--- src/rtl/nvs_sup_pkg.sv ---
package nvs_sup_pkg;

  typedef enum logic [1:0] {
    ST_SUPPLY_OK = 2'd0,
    ST_GUARDED   = 2'd1,
    ST_BACKUP    = 2'd2
  } pwr_state_e;

  localparam int SWITCH_MV = 3000;
  localparam int ARM_MV    = 4250;

  // Qualifier slot indices
  localparam int Q_FULL   = 0;
  localparam int Q_TRIP   = 1;
  localparam int Q_DROP   = 2;
  localparam int Q_RISE   = 3;
  localparam int Q_ARM    = 4;
  localparam int Q_COUNT  = 5;

  function automatic int full_level_mv(bit tol10);
    return tol10 ? 4500 : 4750;
  endfunction

  function automatic int trip_level_mv(bit tol10);
    return tol10 ? 4370 : 4620;
  endfunction

endpackage

--- src/rtl/nvs_cross_qual.sv ---
module nvs_cross_qual #(
  parameter int MV_W   = 16,
  parameter int THRESH = 3000,
  parameter bit ABOVE  = 1'b1
) (
  input  logic            clk,
  input  logic            rst_n,
  input  logic            smp_vld,
  input  logic [MV_W-1:0] level,
  output logic            hit
);

  localparam logic [MV_W-1:0] THR = MV_W'(THRESH);

  logic cond;
  logic seen_q;
  logic seen_d;

  // Direction chosen at elaboration
  generate
    if (ABOVE) begin : g_above
      assign cond = (level > THR);
    end else begin : g_below
      assign cond = (level < THR);
    end
  endgenerate

  always_comb begin
    seen_d = seen_q;
    if (smp_vld) seen_d = cond;
  end

  always_ff @(posedge clk or negedge rst_n) begin
    if (!rst_n) seen_q <= 1'b0;
    else        seen_q <= seen_d;
  end

  // Confirmed only when this sample and the previous valid one agree
  assign hit = smp_vld & cond & seen_q;

endmodule

--- src/rtl/nvs_fresh_latch.sv ---
module nvs_fresh_latch (
  input  logic clk,
  input  logic rst_n,
  input  logic arm_hit,
  input  logic batt_entry,
  output logic armed,
  output logic lost
);

  logic armed_q, armed_d;
  logic lost_q, lost_d;
  logic upd_en;

  assign upd_en = arm_hit | batt_entry;

  always_comb begin
    armed_d = armed_q | arm_hit;
    lost_d  = lost_q | (batt_entry & ~armed_q);
  end

  always_ff @(posedge clk or negedge rst_n) begin
    if (!rst_n) begin
      armed_q <= 1'b0;
      lost_q  <= 1'b0;
    end else if (upd_en) begin
      armed_q <= armed_d;
      lost_q  <= lost_d;
    end
  end

  assign armed = armed_q;
  assign lost  = lost_q;

endmodule

--- src/rtl/nvs_power_fsm.sv ---
module nvs_power_fsm
  import nvs_sup_pkg::*;
(
  input  logic       clk,
  input  logic       rst_n,
  input  logic       hit_full,
  input  logic       hit_trip,
  input  logic       hit_drop,
  input  logic       hit_rise,
  output pwr_state_e state,
  output logic       batt_entry
);

  pwr_state_e st_q, st_d;
  logic       st_en;

  always_comb begin
    st_d       = st_q;
    batt_entry = 1'b0;
    case (st_q)
      ST_GUARDED: begin
        if (hit_drop) begin
          st_d       = ST_BACKUP;
          batt_entry = 1'b1;
        end else if (hit_full) begin
          st_d = ST_SUPPLY_OK;
        end
      end
      ST_SUPPLY_OK: begin
        if (hit_drop) begin
          st_d       = ST_BACKUP;
          batt_entry = 1'b1;
        end else if (hit_trip) begin
          st_d = ST_GUARDED;
        end
      end
      ST_BACKUP: begin
        if (hit_rise) st_d = ST_GUARDED;
      end
      default: st_d = ST_GUARDED;
    endcase
  end

  assign st_en = hit_full | hit_trip | hit_drop | hit_rise | (st_q == pwr_state_e'(2'd3));

  always_ff @(posedge clk or negedge rst_n) begin
    if (!rst_n)     st_q <= ST_GUARDED;
    else if (st_en) st_q <= st_d;
  end

  assign state = st_q;

endmodule

--- src/rtl/nvs_supply_supervisor.sv ---
module nvs_supply_supervisor
  import nvs_sup_pkg::*;
#(
  parameter bit TOL_10PCT = 1'b1,
  parameter int MV_W      = 16
) (
  input  logic            clk,
  input  logic            rst_n,
  input  logic            smp_vld,
  input  logic [MV_W-1:0] vcc_mv,
  output logic            access_ok,
  output logic            force_hiz,
  output logic            on_battery,
  output logic            batt_armed,
  output logic            data_lost
);

  localparam int FULL_MV = full_level_mv(TOL_10PCT);
  localparam int TRIP_MV = trip_level_mv(TOL_10PCT);

  localparam int QTHR [Q_COUNT] = '{FULL_MV, TRIP_MV, SWITCH_MV, SWITCH_MV, ARM_MV};
  localparam bit QUP  [Q_COUNT] = '{1'b1,    1'b0,    1'b0,      1'b1,      1'b1};

  // Reset: asserted at once, released after two edges
  logic [1:0] rst_pipe;
  logic       rst_int_n;

  always_ff @(posedge clk or negedge rst_n) begin
    if (!rst_n) rst_pipe <= 2'b00;
    else        rst_pipe <= {rst_pipe[0], 1'b1};
  end

  assign rst_int_n = rst_pipe[1];

  logic [Q_COUNT-1:0] hits;

  generate
    for (genvar g = 0; g < Q_COUNT; g++) begin : g_qual
      nvs_cross_qual #(
        .MV_W  (MV_W),
        .THRESH(QTHR[g]),
        .ABOVE (QUP[g])
      ) u_qual (
        .clk    (clk),
        .rst_n  (rst_int_n),
        .smp_vld(smp_vld),
        .level  (vcc_mv),
        .hit    (hits[g])
      );
    end
  endgenerate

  pwr_state_e state;
  logic       batt_entry;
  logic       armed;
  logic       lost;

  nvs_power_fsm u_fsm (
    .clk       (clk),
    .rst_n     (rst_int_n),
    .hit_full  (hits[Q_FULL]),
    .hit_trip  (hits[Q_TRIP]),
    .hit_drop  (hits[Q_DROP]),
    .hit_rise  (hits[Q_RISE]),
    .state     (state),
    .batt_entry(batt_entry)
  );

  nvs_fresh_latch u_fresh (
    .clk       (clk),
    .rst_n     (rst_int_n),
    .arm_hit   (hits[Q_ARM]),
    .batt_entry(batt_entry),
    .armed     (armed),
    .lost      (lost)
  );

  assign access_ok  = (state == ST_SUPPLY_OK);
  assign force_hiz  = ~access_ok;
  assign on_battery = (state == ST_BACKUP) & armed;
  assign batt_armed = armed;
  assign data_lost  = lost;

endmodule

--- config.mk ---
export PLATFORM = sky130hd
export DESIGN_NAME = nvs_supply_supervisor
export DESIGN_NICKNAME = d
export VERILOG_FILES = /design/src/rtl/nvs_sup_pkg.sv /design/src/rtl/nvs_cross_qual.sv /design/src/rtl/nvs_fresh_latch.sv /design/src/rtl/nvs_power_fsm.sv /design/src/rtl/nvs_supply_supervisor.sv
export SDC_FILE = /design/constraint.sdc
export NUM_CORES = 1
export LEC_CHECK = 0
export BUFFER_PORTS_ARGS = -buffer_cell sky130_fd_sc_hd__buf_2
export CAP_MARGIN = 10
export CORE_AREA = 2 2 39 41
export CTS_BUF_LIST = sky130_fd_sc_hd__clkbuf_8
export DETAILED_ROUTE_END_ITERATION = 16
export DIE_AREA = 0 0 41 43
export PLACE_DENSITY_LB_ADDON = 0.3
export RECOVER_POWER = 50
export SYNTH_ARGS = -nofsm -noshare
export SYNTH_HDL_FRONTEND = slang
export SYNTH_SLANG_ARGS = --single-unit
--- constraint.sdc ---
create_clock -name clk -period 1.35 [get_ports clk]
set_input_delay 0.27 -clock clk [delete_from_list [all_inputs] [get_ports clk]]
set_output_delay 0.27 -clock clk [all_outputs]
set_load 0.05 [all_outputs]
==> flow_summary.json, run 1 <==
{
  "slowest_delay_ns": 0.45,
  "hold_slack_ns": 0.1434,
  "cts_sinks": 11,
  "fin_nets": 143,
  "synth_area_leader_cell": "dfrtp_1",
  "grtUsageTotal_pct": 27.78,
  "ys_seq_elements": 11,
  "vdd_drop_max_mv": 0.6489,
  "run_status": "complete, but fails checks",
  "area_delta_synth_final_pct": 74.95,
  "die_width_um": 41,
  "fmax_mhz": 642.5,
  "ff2ff_setup_slack_ns": -0.06,
  "remaining_drc_errors": 0,
  "critical_path_class": "in2reg",
  "arrival_ns": 1.73,
  "powerDensity_nw_per_um2": 737.7,
  "syn_nets": 94,
  "final.setup_skew_ns": 0.009587,
  "clkTransAtPathRegs_ns": 0.05,
  "critical_path_required_ns": 1.53,
  "first_iter_violations": 12,
  "grt_max_degree": 12,
  "leakage_nw": 0.5451,
  "diodes": 0,
  "grt_pass1_wl_mm": 3.132,
  "violations": "setup timing",
  "dr.pass1.iters": 4,
  "cpMostUsedCell": "buf_4",
  "ys_seq_area_share_pct": 42.58,
  "syn-mean-instance-area_um2": 8.658,
  "synthesis.area_um2": 649.4,
  "wl_mm": 2.154,
  "ios": 24,
  "wl_per_cell_um": 15.50,
  "initial_core_util_pct": 46.93,
  "grt-ovfl-total": 0,
  "rsz0062_at_grt": "yes",
  "setup_slack_ns": -0.2063,
  "clock_path_buffers": 2,
  "report.final.setup_viol": 5,
  "synthTopCellsByArea": "dfrtp_1 39%, nand2_1 6.4%, dfstp_2 4.0%, o21ai_0 3.9%, inv_1 3.5%",
  "vias_per_cell": 5.640,
  "synth_edf_count": 0,
  "ant_nets": 0,
  "synth.distinct_cells": 32,
  "antenna_found_initial": 0,
  "synth_top_area_share_pct": 38.54,
  "start_kind": "input pin",
  "clock_latency_ns": 0.25,
  "post-route-min-period_ns": 1.556,
  "numCtsBuffers": 3,
  "cts-htree-levels": 1,
  "cts_tree": "done",
  "critPathSlowestCell": "o41a_2",
  "crit_chain": "buf_2 > buf_4 > nand4_1 > o31ai_1 > buf_4 > nor3_1 > o41a_2 > o211ai_2",
  "dpl.hpwl_mm": 1.375,
  "place.gp.congestion": 0.8384,
  "coreArea_um2": 1384,
  "num_vias": 784,
  "die_y_um": 43,
  "path_max_fanout": 4,
  "cts-root-buf": "clkbuf_8",
  "post-route-util_pct": 82.10,
  "final_max_slew_viol_count": 0,
  "worst_path_dominant_cell_family": "compound AO/OA/AOI/OAI gates",
  "synth_cells": 75,
  "cp-end-kind": "flip-flop",
  "critical_path_buf_inv_count": 3,
  "fp-row-count": 14,
  "min_path_type": "reg2async",
  "synthArstFlopShare_pct": 100.0,
  "synth_flop_cell": "dfrtp_1",
  "drive_above_1_share_pct": 52.85,
  "fin_crit_sh_pct": 115.3,
  "yosysWarnings": 0,
  "grt_pass1_vias": 708,
  "dieArea_um2": 1763,
  "portBuffers": 23,
  "hold_viol_final": 0,
  "maxCapViolCount": 0
}
==> path summary, 6_finish.rpt <==
check                           cells past startpoint                             endpoint                       start
worst max register to register                      6           u_fsm.state[0]$_DFFE_PN1P_  u_fsm.state[0]$_DFFE_PN1P_
min in group clk                                    0                rst_pipe[1]$_DFF_PN0_       rst_pipe[0]$_DFF_PN0_
worst min register to register                      0  g_qual[1].u_qual.seen_q$_DFFE_PN0P_       rst_pipe[1]$_DFF_PN0_
max in group asynchronous                           2                rst_pipe[0]$_DFF_PN0_                       rst_n
worst max-delay path                                8           u_fsm.state[0]$_DFFE_PN1P_                  vcc_mv[11]
worst min-delay path                                0  g_qual[1].u_qual.seen_q$_DFFE_PN0P_       rst_pipe[1]$_DFF_PN0_
==> cell usage after synthesis, drive strengths merged (2+ instances only) <==
| library cell | count |
|---|---|
| dfrtp | 10 |
| mux2 | 2 |
| or4 | 2 |
| nor3 | 3 |
| a21oi | 4 |
| o31ai | 2 |
| nor2 | 5 |
| nand2 | 11 |
| o21ai | 5 |
| nor4 | 2 |
| a211oi | 2 |
| inv | 6 |
| nand3 | 3 |
==> per-layer routing <==
| layer | track usage [%] | share of wire (%) | up-vias |
|---|---|---|---|
| met2 | 44.06 | 50 | 27 |
| met5 | 0 | 0 | - |
| met3 | 10.47 | 4.1 | 15 |
| met4 | 12.00 | 6.1 | 0 |
| li1 | - | - | 376 |
| met1 | 31.63 | 39 | 366 |
==> where the power goes <==
group / internal, mW / switching (mW) / total, mW
Clock: 0.200 / 0.128 / 0.327
Combinational: 0.0801 / 0.0809 / 0.161
Sequential: 0.341 / 0.00863 / 0.350
==> what timing repair did <==
action	CTS	global route
hold buffers	1	0
endpoints found under the setup margin	7	8
pin swaps	5	4
gates cloned	0	0
gates resized for setup	20	11
endpoints found under the hold margin	2	0
buffers inserted	3	1
==> cell families (layout without fill, tap and decap cells) <==
kind of cell,after synthesis,after routing,synth area share [%]
flip-flops,11,11,42.58
AO/OA/AOI/OAI,22,22,24.47
other,1,1,0.5775
buffers and inverters,7,55,4.238
AND/OR/NAND/NOR,32,32,24.66
multiplexers,2,2,3.468
==> metrics by stage <==
stage | power [mW] | setup slack, ns | cells | instance area (µm²) | TNS [ns]
global route | 0.8817 | -0.2639 | 139 | 1136 | -0.8578
global placement | 0.4722 | -0.4016 | 130 | 920.9 | -1.947
CTS | 0.8256 | -0.1521 | 138 | 1081 | -0.5098
detailed placement | 0.4776 | -0.4292 | 130 | 920.9 | -2.214
floorplan | 0.3969 | -0.3475 | 75 | 663.1 | -0.7262
finish | 0.8381 | -0.2063 | 139 | 1136 | -0.6049
==> cell type report <==
class                           instances  area [µm²]
Multi-Input combinational cell         57       430.4
Fill cell                              89       247.7
Tap cell                               16       20.02
Timing Repair Buffer                   45       341.6
Sequential cell                        11       276.5
Inverter                                6       22.52
Clock inverter                          1       3.754
Clock buffer                            3       41.29
==> registers in the layout (all words and copies together), names as in the netlist <==
register,cells
u_fsm.state,2
g_qual.u_qual.seen_q,5
u_fresh.armed,1
u_fresh.lost,1
rst_pipe,2
==> cells in the final DEF (no fill, tap or decap), types with 2 or more instances in the layout <==
| cell | n |
|---|---|
| nor2_1 | 4 |
| buf_4 | 18 |
| buf_8 | 3 |
| a211oi_1 | 2 |
| a21oi_1 | 3 |
| o31ai_1 | 2 |
| dfrtp_1 | 10 |
| clkbuf_8 | 3 |
| buf_6 | 6 |
| nand3_1 | 2 |
| buf_2 | 16 |
| nand2_1 | 10 |
| inv_1 | 6 |
| o21ai_0 | 5 |
| or4_4 | 2 |
No activity file was read; power rests on OpenSTA's default activity.
==> run 2, diff against run 1 <==
--- a/config.mk
+++ b/config.mk
@@ -13,6 +13,7 @@
 export DIE_AREA = 0 0 41 43
 export PLACE_DENSITY_LB_ADDON = 0.3
 export RECOVER_POWER = 50
+export SKIP_CTS_REPAIR_TIMING = 1
 export SYNTH_ARGS = -nofsm -noshare
 export SYNTH_HDL_FRONTEND = slang
 export SYNTH_SLANG_ARGS = --single-unit
==> run 2 against run 1 <==
Effect of this change:
- the run still ends with setup timing left
- sequential share of layout area increased by 1.4 points
- global-route usage down 3.6 points
- sequential power hardly changed
- total power shrank 0.90%
- critical path type unchanged
- largest power group unchanged
==> flow_summary.json, run 2 (synthesized netlist as in run 1, its figures left out) <==
{
  "layout_commonest_cell": "buf_4",
  "wl_met3_um": 84,
  "grt_max_degree": 12,
  "final_cell_mix": "19 x buf_4, 17 x buf_2, 11 x nand2_1",
  "critical_path_required_ns": 1.52,
  "coreArea_um2": 1384,
  "violations": "setup timing",
  "slowest_delay_ns": 0.51,
  "remaining_drc_errors": 0,
  "cts_sinks": 11,
  "critical_path_buf_inv_count": 1,
  "cts_tree": "done",
  "wl_per_cell_um": 14.58,
  "largest_reg_flops": 5,
  "cts-root-buf": "clkbuf_8",
  "dpl_cell_area_um2": 920.9,
  "vias_per_cell": 5.625,
  "top_layer_used": "met4",
  "clock_latency_ns": 0.25,
  "fmax_mhz": 650.5,
  "dr.pass1.iters": 4,
  "finalPower_uw": 830.5,
  "num_vias": 765,
  "dpl.hpwl_mm": 1.375,
  "clkTransAtPathRegs_ns": 0.05,
  "crit_chain": "buf_6 > or4_4 > or4_4 > a21oi_4 > or3b_1 > o211ai_2",
  "hold_slack_ns": 0.1392,
  "wl_met2_mm": 1.066,
  "place.gp.congestion": 0.8384,
  "fin_nets": 140,
  "setup_slack_ns": -0.1872,
  "grtUsageTotal_pct": 24.21,
  "final.setup_skew_ns": 0.008738,
  "cpMostUsedCell": "or4_4",
  "critical_path_class": "in2reg",
  "vdd_drop_max_mv": 0.6646,
  "die_width_um": 41,
  "wl_met1_um": 773,
  "path_max_fanout": 3,
  "clock_path_buffers": 2,
  "arrival_ns": 1.71,
  "maxCapViolCount": 0,
  "dieArea_um2": 1763,
  "run_status": "complete, but fails checks",
  "die_y_um": 43,
  "drive_above_1_share_pct": 51.67,
  "powerDensity_nw_per_um2": 772.7,
  "area_delta_synth_final_pct": 65.51,
  "ant_nets": 0,
  "cp-end-kind": "flip-flop",
  "start_kind": "input pin",
  "regMostFlops": "g_qual.u_qual.seen_q",
  "grt_pass1_wl_mm": 2.801,
  "grt_pass1_vias": 659,
  "post-route-util_pct": 77.67,
  "first_iter_violations": 10,
  "portBuffers": 23,
  "ios": 24,
  "numCtsBuffers": 3,
  "final_max_slew_viol_count": 0,
  "cts-htree-levels": 1,
  "hold_viol_final": 0,
  "diodes": 0,
  "post-route-min-period_ns": 1.537,
  "report.final.setup_viol": 5,
  "critPathSlowestCell": "or4_4",
  "rsz0062_at_grt": "yes",
  "antenna_found_initial": 0,
  "place_ws_ns": -0.4292,
  "final.setup.tns_ns": -0.6017,
  "min_path_type": "reg2async",
  "worst_path_dominant_cell_family": "simple AND/OR/NAND/NOR gates",
  "grt-ovfl-total": 0,
  "leakage_nw": 0.5071,
  "fin_crit_sh_pct": 113.9,
  "fp-row-count": 14,
  "fin_cells": 136,
  "ff2ff_setup_slack_ns": 0.01,
  "post-place-cells": 130,
  "wl_mm": 1.983,
  "initial_core_util_pct": 46.93,
  "finish.instance_area_um2": 1075
}
run 2: area by class of cell:
class	instances	area [µm²]
repair buffers	42	294.0
well taps	16	20.02
inverters	6	22.52
fillers	104	309.0
clock buffers	3	41.29
multi-input cells	57	416.7
flip-flops and latches	11	276.5
clock inverters	1	3.754
run 2: power by group:
group	total (mW)	internal (mW)	switching, mW	leakage, nW
clock network	0.334	0.200	0.133	0.0269
registers	0.350	0.341	0.00856	0.127
logic	0.147	0.0724	0.0750	0.353
total	0.831	0.614	0.217	0.507
run 2: routing by layer:
metal	track usage, %	up-vias
met2	37.81	28
li1	-	366
met4	7.333	0
met1	29.25	362
met3	9.948	9
met5	0	-
run 2: final timing paths:
path / startpoint / to / cells after the start
worst min register to register: rst_pipe[1]$_DFF_PN0_ / u_fsm.state[1]$_DFFE_PN0P_ / 0
worst min-delay path: rst_pipe[1]$_DFF_PN0_ / u_fsm.state[1]$_DFFE_PN0P_ / 0
max in group asynchronous: rst_n / rst_pipe[0]$_DFF_PN0_ / 2
worst max register to register: u_fsm.state[1]$_DFFE_PN0P_ / u_fsm.state[0]$_DFFE_PN1P_ / 5
worst max-delay path: vcc_mv[6] / u_fsm.state[0]$_DFFE_PN1P_ / 6
min in group clk: rst_pipe[0]$_DFF_PN0_ / rst_pipe[1]$_DFF_PN0_ / 0
run 2: worst reg2reg max path: stages (launching register included):
cell	delay, ns
dfrtp_1	0.42
nor2_4	0.13
inv_2	0.05
buf_4	0.12
o41a_2	0.48
o211ai_2	0.08
